$ cat src/rtl/aclk_pkg.sv
package aclk_pkg;
  localparam int SPAN_W = 5;
  localparam logic [2:0] WIN_NARROW = 3'b000;

  // Tolerance window in master-clock cycles for a 3-bit window code.
  function automatic logic [SPAN_W-1:0] win_span(input logic [2:0] code);
    if (code[2]) return SPAN_W'(16);
    return SPAN_W'(1) << code[1:0];
  endfunction
endpackage

$ cat src/rtl/aclk_fsync_det.sv
module aclk_fsync_det #(
  parameter int STAGES = 2
) (
  input  logic clk_i,
  input  logic rst_i,
  input  logic async_i,
  output logic rise_o
);
  logic [STAGES-1:0] sync_q;
  logic              last_q;
  logic              rise_q;

  always_ff @(posedge clk_i) begin
    if (rst_i) begin
      sync_q <= '0;
      last_q <= 1'b0;
      rise_q <= 1'b0;
    end else begin
      sync_q <= {sync_q[STAGES-2:0], async_i};
      last_q <= sync_q[STAGES-1];
      rise_q <= sync_q[STAGES-1] & ~last_q;
    end
  end

  assign rise_o = rise_q;
endmodule

$ cat src/rtl/aclk_div_chain.sv
module aclk_div_chain #(
  parameter int CNT_W          = 10,
  parameter int NUM_MULT       = 4,
  parameter int MULT_BASE_LOG2 = 6
) (
  input  logic                clk_i,
  input  logic                rst_i,
  input  logic                load_i,
  output logic [CNT_W-1:0]    cnt_o,
  output logic                fs_o,
  output logic [NUM_MULT-1:0] mult_o
);
  // Counter bit that drives the slowest multiple; faster ones use lower bits.
  localparam int TOP_TAP = CNT_W - 1 - MULT_BASE_LOG2;

  logic [CNT_W-1:0] cnt_q;
  logic [CNT_W-1:0] cnt_nxt;
  logic             fs_q;

  // A restart loads 1: the decision cycle itself counts as phase 0.
  assign cnt_nxt = load_i ? CNT_W'(1) : cnt_q + 1'b1;

  always_ff @(posedge clk_i) begin
    if (rst_i) begin
      cnt_q <= '0;
      fs_q  <= 1'b1;
    end else begin
      cnt_q <= cnt_nxt;
      fs_q  <= ~cnt_nxt[CNT_W-1];
    end
  end

  for (genvar j = 0; j < NUM_MULT; j++) begin : g_mult
    logic tap_q;
    always_ff @(posedge clk_i) begin
      if (rst_i) tap_q <= 1'b1;
      else       tap_q <= ~cnt_nxt[TOP_TAP-j];
    end
    assign mult_o[j] = tap_q;
  end

  assign cnt_o = cnt_q;
  assign fs_o  = fs_q;
endmodule

$ cat src/rtl/aclk_phase_judge.sv
module aclk_phase_judge
  import aclk_pkg::*;
#(
  parameter int CNT_W = 10
) (
  input  logic [CNT_W-1:0] cnt_i,
  input  logic [2:0]       code_i,
  input  logic             lock_i,
  output logic             outside_o
);
  logic [2:0]        eff_code;
  logic [SPAN_W-1:0] span;
  logic [CNT_W-1:0]  mag;

  always_comb begin
    eff_code  = lock_i ? code_i : WIN_NARROW;
    span      = win_span(eff_code);
    // Counter values in the upper half are a negative offset; take the magnitude.
    mag       = cnt_i[CNT_W-1] ? (~cnt_i + 1'b1) : cnt_i;
    outside_o = mag > {{(CNT_W-SPAN_W){1'b0}}, span};
  end
endmodule

$ cat src/rtl/aclk_realign_top.sv
module aclk_realign_top #(
  parameter int         FS_RATIO       = 1024,
  parameter int         NUM_MULT       = 4,
  parameter int         MULT_BASE_LOG2 = 6,
  parameter int         SYNC_STAGES    = 2,
  parameter logic [2:0] DEFAULT_WIN    = 3'b010
) (
  input  logic                clk_i,
  input  logic                rst_i,
  input  logic                fsync_i,
  input  logic                lock_i,
  input  logic                win_wr_i,
  input  logic [2:0]          win_sel_i,
  output logic                fs_o,
  output logic [NUM_MULT-1:0] mult_o,
  output logic                realign_o,
  output logic                aligned_o
);
  localparam int CNT_W = $clog2(FS_RATIO);

  logic             sync_rise;
  logic             outside;
  logic             force_load;
  logic [CNT_W-1:0] cnt;
  logic [2:0]       win_q;
  logic             lock_q;
  logic             realign_q;
  logic             aligned_q;

  aclk_fsync_det #(.STAGES(SYNC_STAGES)) u_sync (
    .clk_i  (clk_i),
    .rst_i  (rst_i),
    .async_i(fsync_i),
    .rise_o (sync_rise)
  );

  aclk_phase_judge #(.CNT_W(CNT_W)) u_judge (
    .cnt_i    (cnt),
    .code_i   (win_q),
    .lock_i   (lock_i),
    .outside_o(outside)
  );

  assign force_load = sync_rise & (~aligned_q | outside);

  aclk_div_chain #(
    .CNT_W         (CNT_W),
    .NUM_MULT      (NUM_MULT),
    .MULT_BASE_LOG2(MULT_BASE_LOG2)
  ) u_div (
    .clk_i (clk_i),
    .rst_i (rst_i),
    .load_i(force_load),
    .cnt_o (cnt),
    .fs_o  (fs_o),
    .mult_o(mult_o)
  );

  always_ff @(posedge clk_i) begin
    if (rst_i) begin
      win_q     <= DEFAULT_WIN;
      lock_q    <= 1'b0;
      realign_q <= 1'b0;
      aligned_q <= 1'b0;
    end else begin
      if (win_wr_i) win_q <= win_sel_i;
      lock_q    <= lock_i;
      realign_q <= force_load;
      if (lock_q && !lock_i) aligned_q <= 1'b0;
      else if (force_load)   aligned_q <= 1'b1;
    end
  end

  assign realign_o = realign_q;
  assign aligned_o = aligned_q;
endmodule

$ cat config.mk
export PLATFORM = sky130hd
export DESIGN_NAME = aclk_realign_top
export DESIGN_NICKNAME = d
export VERILOG_FILES = /design/src/rtl/aclk_pkg.sv /design/src/rtl/aclk_fsync_det.sv /design/src/rtl/aclk_div_chain.sv /design/src/rtl/aclk_phase_judge.sv /design/src/rtl/aclk_realign_top.sv
export SDC_FILE = /design/constraint.sdc
export NUM_CORES = 1
export LEC_CHECK = 0
export BUFFER_PORTS_ARGS = -buffer_cell sky130_fd_sc_hd__buf_2
export CAP_MARGIN = 20
export CELL_PAD_IN_SITES_DETAIL_PLACEMENT = 0
export CELL_PAD_IN_SITES_GLOBAL_PLACEMENT = 1
export CORE_MARGIN = 4
export CORE_UTILIZATION = 39
export DETAILED_ROUTE_END_ITERATION = 7
export GPL_ROUTABILITY_DRIVEN = 0
export PLACE_DENSITY_LB_ADDON = 0.1
export SYNTH_ARGS = -nofsm -noshare
export SYNTH_HDL_FRONTEND = slang
export SYNTH_SLANG_ARGS = --single-unit
$ cat constraint.sdc
create_clock -name clk_i -period 2.4 [get_ports clk_i]
set_input_delay 0 -clock clk_i [delete_from_list [all_inputs] [get_ports clk_i]]
set_output_delay 0 -clock clk_i [all_outputs]
set_load 0.005 [all_outputs]
==> results.sh, run 1 <==
export IMPL_clock_sinks=25
export IMPL_h_tree_depth=1
export IMPL_synth_most_common_cell="dfxtp_1"
export IMPL_syn_area_um2=1210
export IMPL_ir_drop_mv=0.324
export IMPL_ys_top_cells_by_area="dfxtp_1 (41%), ha_1 (7.2%), xnor2_1 (5.1%)"
export IMPL_dpl_hpwl_mm=1.95
export IMPL_multi_input_area_um2=708
export IMPL_grt_max_degree=22
export IMPL_ioPinCount=15
export IMPL_drive_above_1_share_pct=34.0
export IMPL_yosys_warnings=0
export IMPL_cts_buffers=3
export IMPL_violations="setup timing"
export IMPL_yosysUniqueCellTypes=34
export IMPL_ys_seq_area_share_pct=41.4
export IMPL_routedWlPerCell_um=14.5
export IMPL_grt_pass1_wl_mm=4.67
export IMPL_power_leakage_nw=0.649
export IMPL_cts_tree="yes"
export IMPL_finalInstanceArea_um2=1590
export IMPL_dieArea_um2=4060
export IMPL_timing_final_ws_setup_ns=-0.0987
export IMPL_synth_ff_type="dfxtp_1"
export IMPL_power_density_nw_per_um2=500
export IMPL_yosys_area_top_type="dfxtp_1"
export IMPL_outcome="finished, violations left"
export IMPL_holdCritPathClass="input port to flip-flop"
export IMPL_placed_area_um2=1380
export IMPL_fin_nets=178
export IMPL_io_buffers=14
export IMPL_fp_dieH_um=63.7
export IMPL_finalHoldWorstSlack_ns=0.0802
export IMPL_finalCriticalPeriod_ns=2.50
export IMPL_path_clk_slew_ns=0.14
export IMPL_worst_slew_margin_rel_pct=74.2
export IMPL_seq_area_um2=503
export IMPL_ant_nets=0
export IMPL_r2r_start="u_div.cnt_o[1]"
export IMPL_vias_per_cell=5.41
export IMPL_vias=1044
export IMPL_critPathKind="flip-flop to flip-flop"
export IMPL_avgSynthCellArea_um2=9.45
export IMPL_synth_common_cells="dfxtp_1 (25), nor3_1 (9), nand2_1 (8)"
export IMPL_rr_endpoint="u_div.g_mult[0].tap_q"
export IMPL_synth_edff_count=0
export IMPL_coreArea_um2=2850
export IMPL_drt_iter0_drc=26
export IMPL_final_setup_viol_count=11
export IMPL_grt_total_usage_pct=14.5
export IMPL_max_clock_path_buffers=2
export IMPL_wl_mm=2.80
export IMPL_final_cell_count_no_fill=193
export IMPL_r2r_slack_ns=-0.1
export IMPL_hold_viol=0
export IMPL_grt_pass1_vias=1036
export IMPL_crit_arrival_ns=2.71
export IMPL_root_buffer="clkbuf_4"
export IMPL_gr_total_overflow=0
export IMPL_fillers=275
export IMPL_syn_inst=128
export IMPL_synth_nets=143
export IMPL_final_period_utilization_pct=104
export IMPL_dp_cells=179
export IMPL_reg2reg_depth=9
export IMPL_dr_pass1_iters=4
export IMPL_fmax_mhz=400
export IMPL_synthArstFlopShare_pct=0
export IMPL_tightest_slew_ns=0.376
export IMPL_cp_start_kind="flip-flop"
export IMPL_maxCapViolations=0
export IMPL_die_w_um=63.7
export IMPL_clk_latency_ns=0.32
export IMPL_start_util_pct=42.4
export IMPL_timing_critical_path_required_ns=2.61
export IMPL_antenna_found_initial=0
export IMPL_end_kind="flip-flop"
export IMPL_drc=0
export IMPL_area_delta_synth_final_pct=31.0
export IMPL_cp_endpoint="u_div.g_mult[0].tap_q"
export IMPL_clock_skew_ns=0.00974
export IMPL_cp_startpoint="u_div.cnt_o[1]"
export IMPL_ys_seq_elements=25
export IMPL_std_cell_rows=19
export IMPL_n_antenna_cell=0
export IMPL_rsz0062_at_grt="true"
export IMPL_slew_violations=0
export IMPL_cp_max_fo=6
export IMPL_synth_top_cell_area_share_pct=41.4
export IMPL_setup_tns_ns=-0.561
cells in the final DEF (no fill, tap or decap), types with 2 or more instances in the layout:
cell           count
dlygate4sd3_1      8
nand3b_1           2
nor3_2             3
inv_2              2
dfxtp_2            2
ha_1               6
mux2i_1            5
clkbuf_4           3
nor3_1             6
nor2b_1            7
o21ai_2            2
buf_4             17
nand2_1            6
xor2_1             4
dfxtp_1           23
nand2b_1           2
buf_2             14
nand4_1            3
nand3_1            4
xnor2_1            6
or3_1              3
a21oi_1            2
inv_1              3
nor2_1             6
worst min-delay path by stage:
| stage | startpoint | end | slack (ns) | cells past startpoint |
|---|---|---|---|---|
| after floorplan | rst_i | u_sync.last_q | 0.08 | 1 |
| after global placement | fsync_i | u_sync.sync_q[0] | 0.21 | 2 |
| after detailed placement | win_sel_i[1] | win_q[1] | 0.22 | 3 |
| after CTS | rst_i | win_q[0] | 0.07 | 2 |
| after global routing | rst_i | win_q[2] | 0.1 | 2 |
| final | rst_i | aligned_o | 0.08 | 2 |
power by group:
group / switching [W] / leakage, nW / internal, W / total [W]
Combinational: 0.0000742 / 0.427 / 0.0000891 / 0.000163
Clock: 0.000126 / 0.0177 / 0.0000623 / 0.000188
Sequential: 0.00000996 / 0.205 / 0.000432 / 0.000442
registers in the layout, indices dropped and copies added (netlist names):
register and count:
aligned_o 1, u_div.cnt_o 10, lock_q 1, u_div.g_mult.tap_q 4, u_div.fs_o 1, u_sync.last_q 1
realign_o 1, u_sync.sync_q 2, u_sync.rise_o 1, win_q 3
per-layer routing:
| layer | share of wire, % | vias to the layer above | GRT usage, % |
|---|---|---|---|
| met5 | 0 | - | 0 |
| met4 | 2.3 | 0 | 6.74 |
| met3 | 3.9 | 8 | 3.37 |
| met2 | 48 | 19 | 24.6 |
| met1 | 45 | 507 | 17.3 |
| li1 | - | 510 | - |
through the flow:
step                utilization, %  setup WS [ns]  total power, W
finish                        55.6        -0.0987        0.000793
global route                  55.6         -0.223        0.000835
CTS                           54.2        -0.0872        0.000792
detailed placement            48.4         -0.214        0.000577
global placement              48.4         -0.107        0.000573
floorplan                        -         -0.127        0.000525
worst max-delay path: stages, from the launching register on:
cell and delay [ns]:
dfxtp_2 0.35, or3_4 0.40, nand2_4 0.09, xnor2_2 0.06, ha_1 0.34, nand4_1 0.09
mux2i_1 0.18, a21oi_2 0.06, o41a_1 0.48, or3_1 0.34
cell families (layout without fill, tap and decap cells):
| kind of cell | Yosys count | count (layout) | synth area share (%) |
|---|---|---|---|
| AO/OA/AOI/OAI | 15 | 15 | 9.51 |
| XOR/XNOR | 11 | 11 | 7.96 |
| adder cells (fa/ha/maj) | 7 | 7 | 7.24 |
| buffers and inverters | 15 | 49 | 7.14 |
| flip-flops | 25 | 25 | 41.4 |
| multiplexers | 5 | 5 | 4.14 |
| AND/OR/NAND/NOR | 50 | 50 | 22.6 |
layout make-up:
| cell class | instances | share of cell area (%) |
|---|---|---|
| multi-input cells | 88 | 44.7 |
| flip-flops and latches | 25 | 31.7 |
| repair buffers | 40 | 18.2 |
| well taps | 31 | 2.45 |
| clock buffers | 3 | 1.42 |
| inverters | 5 | 1.18 |
| clock inverters | 1 | 0.316 |
timing repair:
item | CTS | global route
buffers inserted | 2 | 0
hold endpoints to repair | 6 | 0
pin swaps | 8 | 2
hold buffers | 8 | 0
resized for setup | 10 | 9
endpoints found under the setup margin | 15 | 16
(Power assumes the default switching activity.)
==> run 2: changes to the inputs <==
Settings changed: CELL_PAD_IN_SITES_GLOBAL_PLACEMENT 1 to 2, CORE_ASPECT_RATIO set to 0.5, CORE_UTILIZATION 39 to 31.
==> results.sh, run 2 (synthesis results as in run 1) <==
export IMPL_outcome="finished, violations left"
export IMPL_violations="setup timing"
export IMPL_timing_final_ws_setup_ns=-0.0318
export IMPL_grt_pass1_vias=857
export IMPL_p_total_w=0.000838
export IMPL_top_usage_layer="met1"
export IMPL_final_period_utilization_pct=101
export IMPL_power_frac_seq_pct=52.6
export IMPL_root_buffer="clkbuf_8"
export IMPL_rsz0062_at_grt="true"
export IMPL_maxCapViolations=0
export IMPL_wl_mm=2.73
export IMPL_met3_usage_pct=4.45
export IMPL_worst_slew_margin_rel_pct=71.2
export IMPL_grt_max_degree=22
export IMPL_h_tree_depth=1
export IMPL_met2_usage_pct=16.7
export IMPL_drt_iter0_drc=39
export IMPL_dieArea_um2=5030
export IMPL_p_sw_share_pct=24.6
export IMPL_end_kind="flip-flop"
export IMPL_multi_input_area_um2=673
export IMPL_final_cell_count_no_fill=210
export IMPL_fillers=356
export IMPL_clk_latency_ns=0.27
export IMPL_clock_sinks=25
export IMPL_fin_nets=175
export IMPL_die_w_um=96.4
export IMPL_post_place_ws_ns=-0.137
export IMPL_coreArea_um2=3580
export IMPL_n_antenna_cell=0
export IMPL_cp_max_fo=5
export IMPL_finalInstanceArea_um2=1560
export IMPL_drive_above_1_share_pct=31.4
export IMPL_cts_buffers=3
export IMPL_vias=949
export IMPL_dpl_hpwl_mm=2.00
export IMPL_placed_area_um2=1400
export IMPL_p_clk_share_pct=29.6
export IMPL_routedWlPerCell_um=13.0
export IMPL_ir_drop_mv=0.180
export IMPL_ant_nets=0
export IMPL_critPathKind="flip-flop to flip-flop"
export IMPL_fp_dieH_um=52.2
export IMPL_max_clock_path_buffers=2
export IMPL_io_buffers=14
export IMPL_gr_total_overflow=0
export IMPL_power_leakage_nw=0.626
export IMPL_area_delta_synth_final_pct=28.6
export IMPL_slew_violations=0
export IMPL_finalCriticalPeriod_ns=2.43
export IMPL_mostFrequentLayoutCells="dfxtp_1 (23), buf_4 (19), buf_2 (14)"
export IMPL_path_clk_slew_ns=0.08
export IMPL_clock_skew_ns=0.00208
export IMPL_grt_total_usage_pct=12.0
export IMPL_finalHoldWorstSlack_ns=0.0251
export IMPL_vias_per_cell=4.52
export IMPL_timing_critical_path_required_ns=2.55
export IMPL_r2r_slack_ns=-0.03
export IMPL_hold_viol=0
export IMPL_seq_area_um2=503
export IMPL_drc=0
export IMPL_std_cell_rows=15
export IMPL_start_util_pct=33.8
export IMPL_reg2reg_depth=8
export IMPL_power_density_nw_per_um2=538
export IMPL_dp_cells=198
export IMPL_holdCritPathClass="input port to flip-flop"
export IMPL_fmax_mhz=411
export IMPL_cts_tree="yes"
export IMPL_use_met1_pct=17.5
export IMPL_grt_pass1_wl_mm=4.41
export IMPL_crit_arrival_ns=2.59
export IMPL_largest_register_ffs=10
export IMPL_p_sw_w=0.000206
export IMPL_antenna_found_initial=0
export IMPL_ioPinCount=15
export IMPL_power_frac_comb_pct=17.8
export IMPL_min_path_cells=2
export IMPL_cp_start_kind="flip-flop"
export IMPL_final_common_cell="dfxtp_1"
export IMPL_final_setup_viol_count=2
export IMPL_dr_pass1_iters=4
export IMPL_p_int_w=0.000631
export IMPL_tightest_slew_ns=0.426
==> run 2: power groups by stage <==
stage / logic [W] / clock network (W) / registers, W
CTS: 0.000143 / 0.000259 / 0.000440
global route: 0.000166 / 0.000285 / 0.000443
global placement: 0.000122 / 0 / 0.000450
finish: 0.000149 / 0.000248 / 0.000440
detailed placement: 0.000120 / 0 / 0.000450
floorplan: 0.0000758 / 0 / 0.000449
==> run 2: area by class of cell <==
| cell class | count | area share (%) |
|---|---|---|
| repair buffers | 37 | 16.2 |
| inverters | 5 | 1.21 |
| flip-flops and latches | 25 | 32.3 |
| well taps | 51 | 4.10 |
| multi-input cells | 88 | 43.2 |
| clock buffers | 4 | 2.89 |
==> run 2: per-stage QoR <==
stage          utilization (%)  setup TNS (ns)
2_1_floorplan                -          -0.127
4_1_cts                   42.5         -0.0657
3_5_place_dp              39.0          -0.891
3_3_place_gp              39.0          -0.859
6_report                  43.4         -0.0445
5_1_grt                   43.4           -1.10
==> run 2: final timing paths <==
kind,endpoint,start
worst max-delay path,u_div.fs_o,u_div.cnt_o[1]
worst min-delay path,lock_q,lock_i
worst max register to register,u_div.fs_o,u_div.cnt_o[1]
worst min register to register,u_sync.rise_o,u_sync.last_q
==> run 2: what timing repair did <==
action | 4_1_cts | 5_1_grt
endpoints found under the setup margin | 12 | 13
setup buffers | 3 | 1
resized for setup | 4 | 6
pin swaps | 8 | 4
endpoints found under the hold margin | 4 | 0
hold buffers | 4 | 0
==> run 2: worst max-delay path, cell delays in order (launching register included) <==
cell and delay (ns):
dfxtp_2 0.34, or3_4 0.39, nand2_2 0.09, xnor2_2 0.12
ha_4 0.23, a211oi_2 0.24, a21oi_2 0.11, o41a_1 0.43
or3_1 0.36
==> run 2: layer usage <==
metal  wire length (um)  part of all wire, %  vias up
met2               1080                   40       15
met4                 11                 0.40        0
met5                  0                    0        -
met3                121                  4.4        2
met1               1520                   56      426
li1                   -                    -      506
==> run 3: changes to the inputs <==
Settings changed: SETUP_SLACK_MARGIN set to 0.3.
==> results.sh, run 3 (synthesis results as in run 1) <==
export IMPL_grt_max_degree=22
export IMPL_mostFrequentLayoutCells="dfxtp_1 (23), buf_4 (17), buf_2 (14)"
export IMPL_rsz0062_at_grt="true"
export IMPL_n_antenna_cell=0
export IMPL_grt_total_usage_pct=12.2
export IMPL_routedWlPerCell_um=13.3
export IMPL_finalHoldWorstSlack_ns=0.0270
export IMPL_critPathSlowestCell="o41a_1"
export IMPL_min_path_cells=2
export IMPL_drc=0
export IMPL_reg2reg_depth=10
export IMPL_start_util_pct=33.8
export IMPL_critPathKind="flip-flop to flip-flop"
export IMPL_die_w_um=96.4
export IMPL_post_route_util_pct=44.2
export IMPL_power_frac_comb_pct=18.1
export IMPL_max_clock_path_buffers=2
export IMPL_worst_slew_margin_rel_pct=70.0
export IMPL_ir_drop_mv=0.185
export IMPL_power_frac_seq_pct=52.2
export IMPL_wl_mm=2.80
export IMPL_slew_violations=0
export IMPL_gr_total_overflow=0
export IMPL_hold_viol=0
export IMPL_finalInstanceArea_um2=1580
export IMPL_holdCritPathClass="input port to flip-flop"
export IMPL_violations="setup timing"
export IMPL_cts_tree="yes"
export IMPL_p_sw_share_pct=25.1
export IMPL_drive_above_1_share_pct=31.4
export IMPL_maxCapViolations=0
export IMPL_ioPinCount=15
export IMPL_slowest_delay_ns=0.44
export IMPL_p_clk_share_pct=29.7
export IMPL_grt_pass1_vias=950
export IMPL_vias=939
export IMPL_dieArea_um2=5030
export IMPL_cp_cell_sequence="buf_6 -> or3_4 -> nand2_4 -> xnor2_2 -> ha_4 -> nand4_1 -> mux2i_1 -> a21oi_2 -> o41a_1 -> or3_1"
export IMPL_fillers=360
export IMPL_final_setup_viol_count=11
export IMPL_fin_nets=175
export IMPL_io_buffers=14
export IMPL_coreArea_um2=3580
export IMPL_fp_dieH_um=52.2
export IMPL_vias_per_cell=4.47
export IMPL_dpl_hpwl_mm=2.01
export IMPL_r2r_start="u_div.cnt_o[0]"
export IMPL_drt_iter0_drc=28
export IMPL_power_leakage_nw=0.638
export IMPL_power_density_nw_per_um2=533
export IMPL_timing_critical_path_required_ns=2.56
export IMPL_antenna_found_initial=0
export IMPL_cp_start_kind="flip-flop"
export IMPL_setup_tns_ns=-0.445
export IMPL_p_sw_w=0.000212
export IMPL_h_tree_depth=1
export IMPL_tightest_slew_ns=0.450
export IMPL_grt_pass1_wl_mm=4.60
export IMPL_cp_max_fo=5
export IMPL_worstHoldEndpoint="lock_q"
export IMPL_final_common_cell="dfxtp_1"
export IMPL_outcome="finished, violations left"
export IMPL_dr_pass1_iters=4
export IMPL_clock_sinks=25
export IMPL_r2r_slack_ns=-0.11
export IMPL_root_buffer="clkbuf_8"
export IMPL_p_int_w=0.000631
export IMPL_end_kind="flip-flop"
export IMPL_placed_area_um2=1400
export IMPL_rr_endpoint="u_div.fs_o"
export IMPL_std_cell_rows=15
export IMPL_clock_skew_ns=0.00162
export IMPL_timing_final_ws_setup_ns=-0.110
export IMPL_finalCriticalPeriod_ns=2.51
export IMPL_path_clk_slew_ns=0.09
export IMPL_largest_register_ffs=10
export IMPL_crit_arrival_ns=2.67
export IMPL_clk_latency_ns=0.26
export IMPL_ant_nets=0
export IMPL_fmax_mhz=398
export IMPL_area_delta_synth_final_pct=30.8
export IMPL_hold_start="lock_i"
export IMPL_final_period_utilization_pct=105
export IMPL_cts_buffers=3
## run 3: cell types whose count changed in the layout (fill, tap and decap cells not counted), moves of 2 or more
cell,change
buf_4,-2
buf_6,+2
nand2_2,-2
nor3_1,-2
## run 3: final cells by class
type	instances	area, um^2	share of cell area (%)
multi-input combinational	88	692	43.7
tap	51	63.8	4.03
timing repair buffer	37	260	16.4
clock buffer	4	45.0	2.85
sequential	25	503	31.8
inverter	5	18.8	1.19
## run 3: timing repair
action	4_1_cts	5_1_grt
pin swaps	5	4
setup buffers	4	0
gates resized for setup	5	9
hold buffers	4	0
setup endpoints to repair	16	16
hold endpoints to repair	4	0
## run 3: worst max path at each step
stage	to	cells past startpoint	from	slack, ns
floorplan	u_div.g_mult[1].tap_q	10	u_div.cnt_o[2]	-0.12
global placement	u_div.g_mult[1].tap_q	10	u_div.cnt_o[0]	-0.16
detailed placement	u_div.fs_o	10	u_div.cnt_o[0]	-0.17
CTS	u_div.fs_o	9	u_div.cnt_o[0]	-0.12
global route	u_div.fs_o	10	u_div.cnt_o[0]	-0.27
finish	u_div.fs_o	10	u_div.cnt_o[0]	-0.11
## run 3: power by group through the flow
stage	Sequential (W)	Combinational, W	Clock (W)
final	0.000440	0.000153	0.000251
after global routing	0.000442	0.000171	0.000277
after CTS	0.000440	0.000140	0.000258
after detailed placement	0.000449	0.000123	0
after global placement	0.000449	0.000124	0
after floorplan	0.000449	0.0000758	0
## run 3: per-stage QoR
| step | setup slack [ns] | std cells | total power [W] |
|---|---|---|---|
| 2_1_floorplan | -0.124 | 128 | 0.000525 |
| 3_3_place_gp | -0.161 | 198 | 0.000573 |
| 3_5_place_dp | -0.169 | 198 | 0.000572 |
| 4_1_cts | -0.121 | 210 | 0.000838 |
| 5_1_grt | -0.266 | 210 | 0.000890 |
| 6_report | -0.110 | 210 | 0.000843 |
## run 3: worst max-delay path: cells and delay by family, from the launching register on
kind / cells / cell delay [ns]
XOR/XNOR: 1 / 0.08
AO/OA/AOI/OAI: 2 / 0.50
multiplexers: 1 / 0.17
AND/OR/NAND/NOR: 4 / 0.91
adder cells (fa/ha/maj): 1 / 0.29
flip-flops: 1 / 0.34
buffers and inverters: 1 / 0.11
## run 3: layer usage
metal	share of wire [%]	global-route usage [%]	vias up	routed length [um]
li1	-	-	509	-
met1	54	16.6	414	1520
met2	40	18.9	14	1120
met3	5.1	4.16	2	144
met4	0.50	2.79	0	14
met5	0	0	-	0
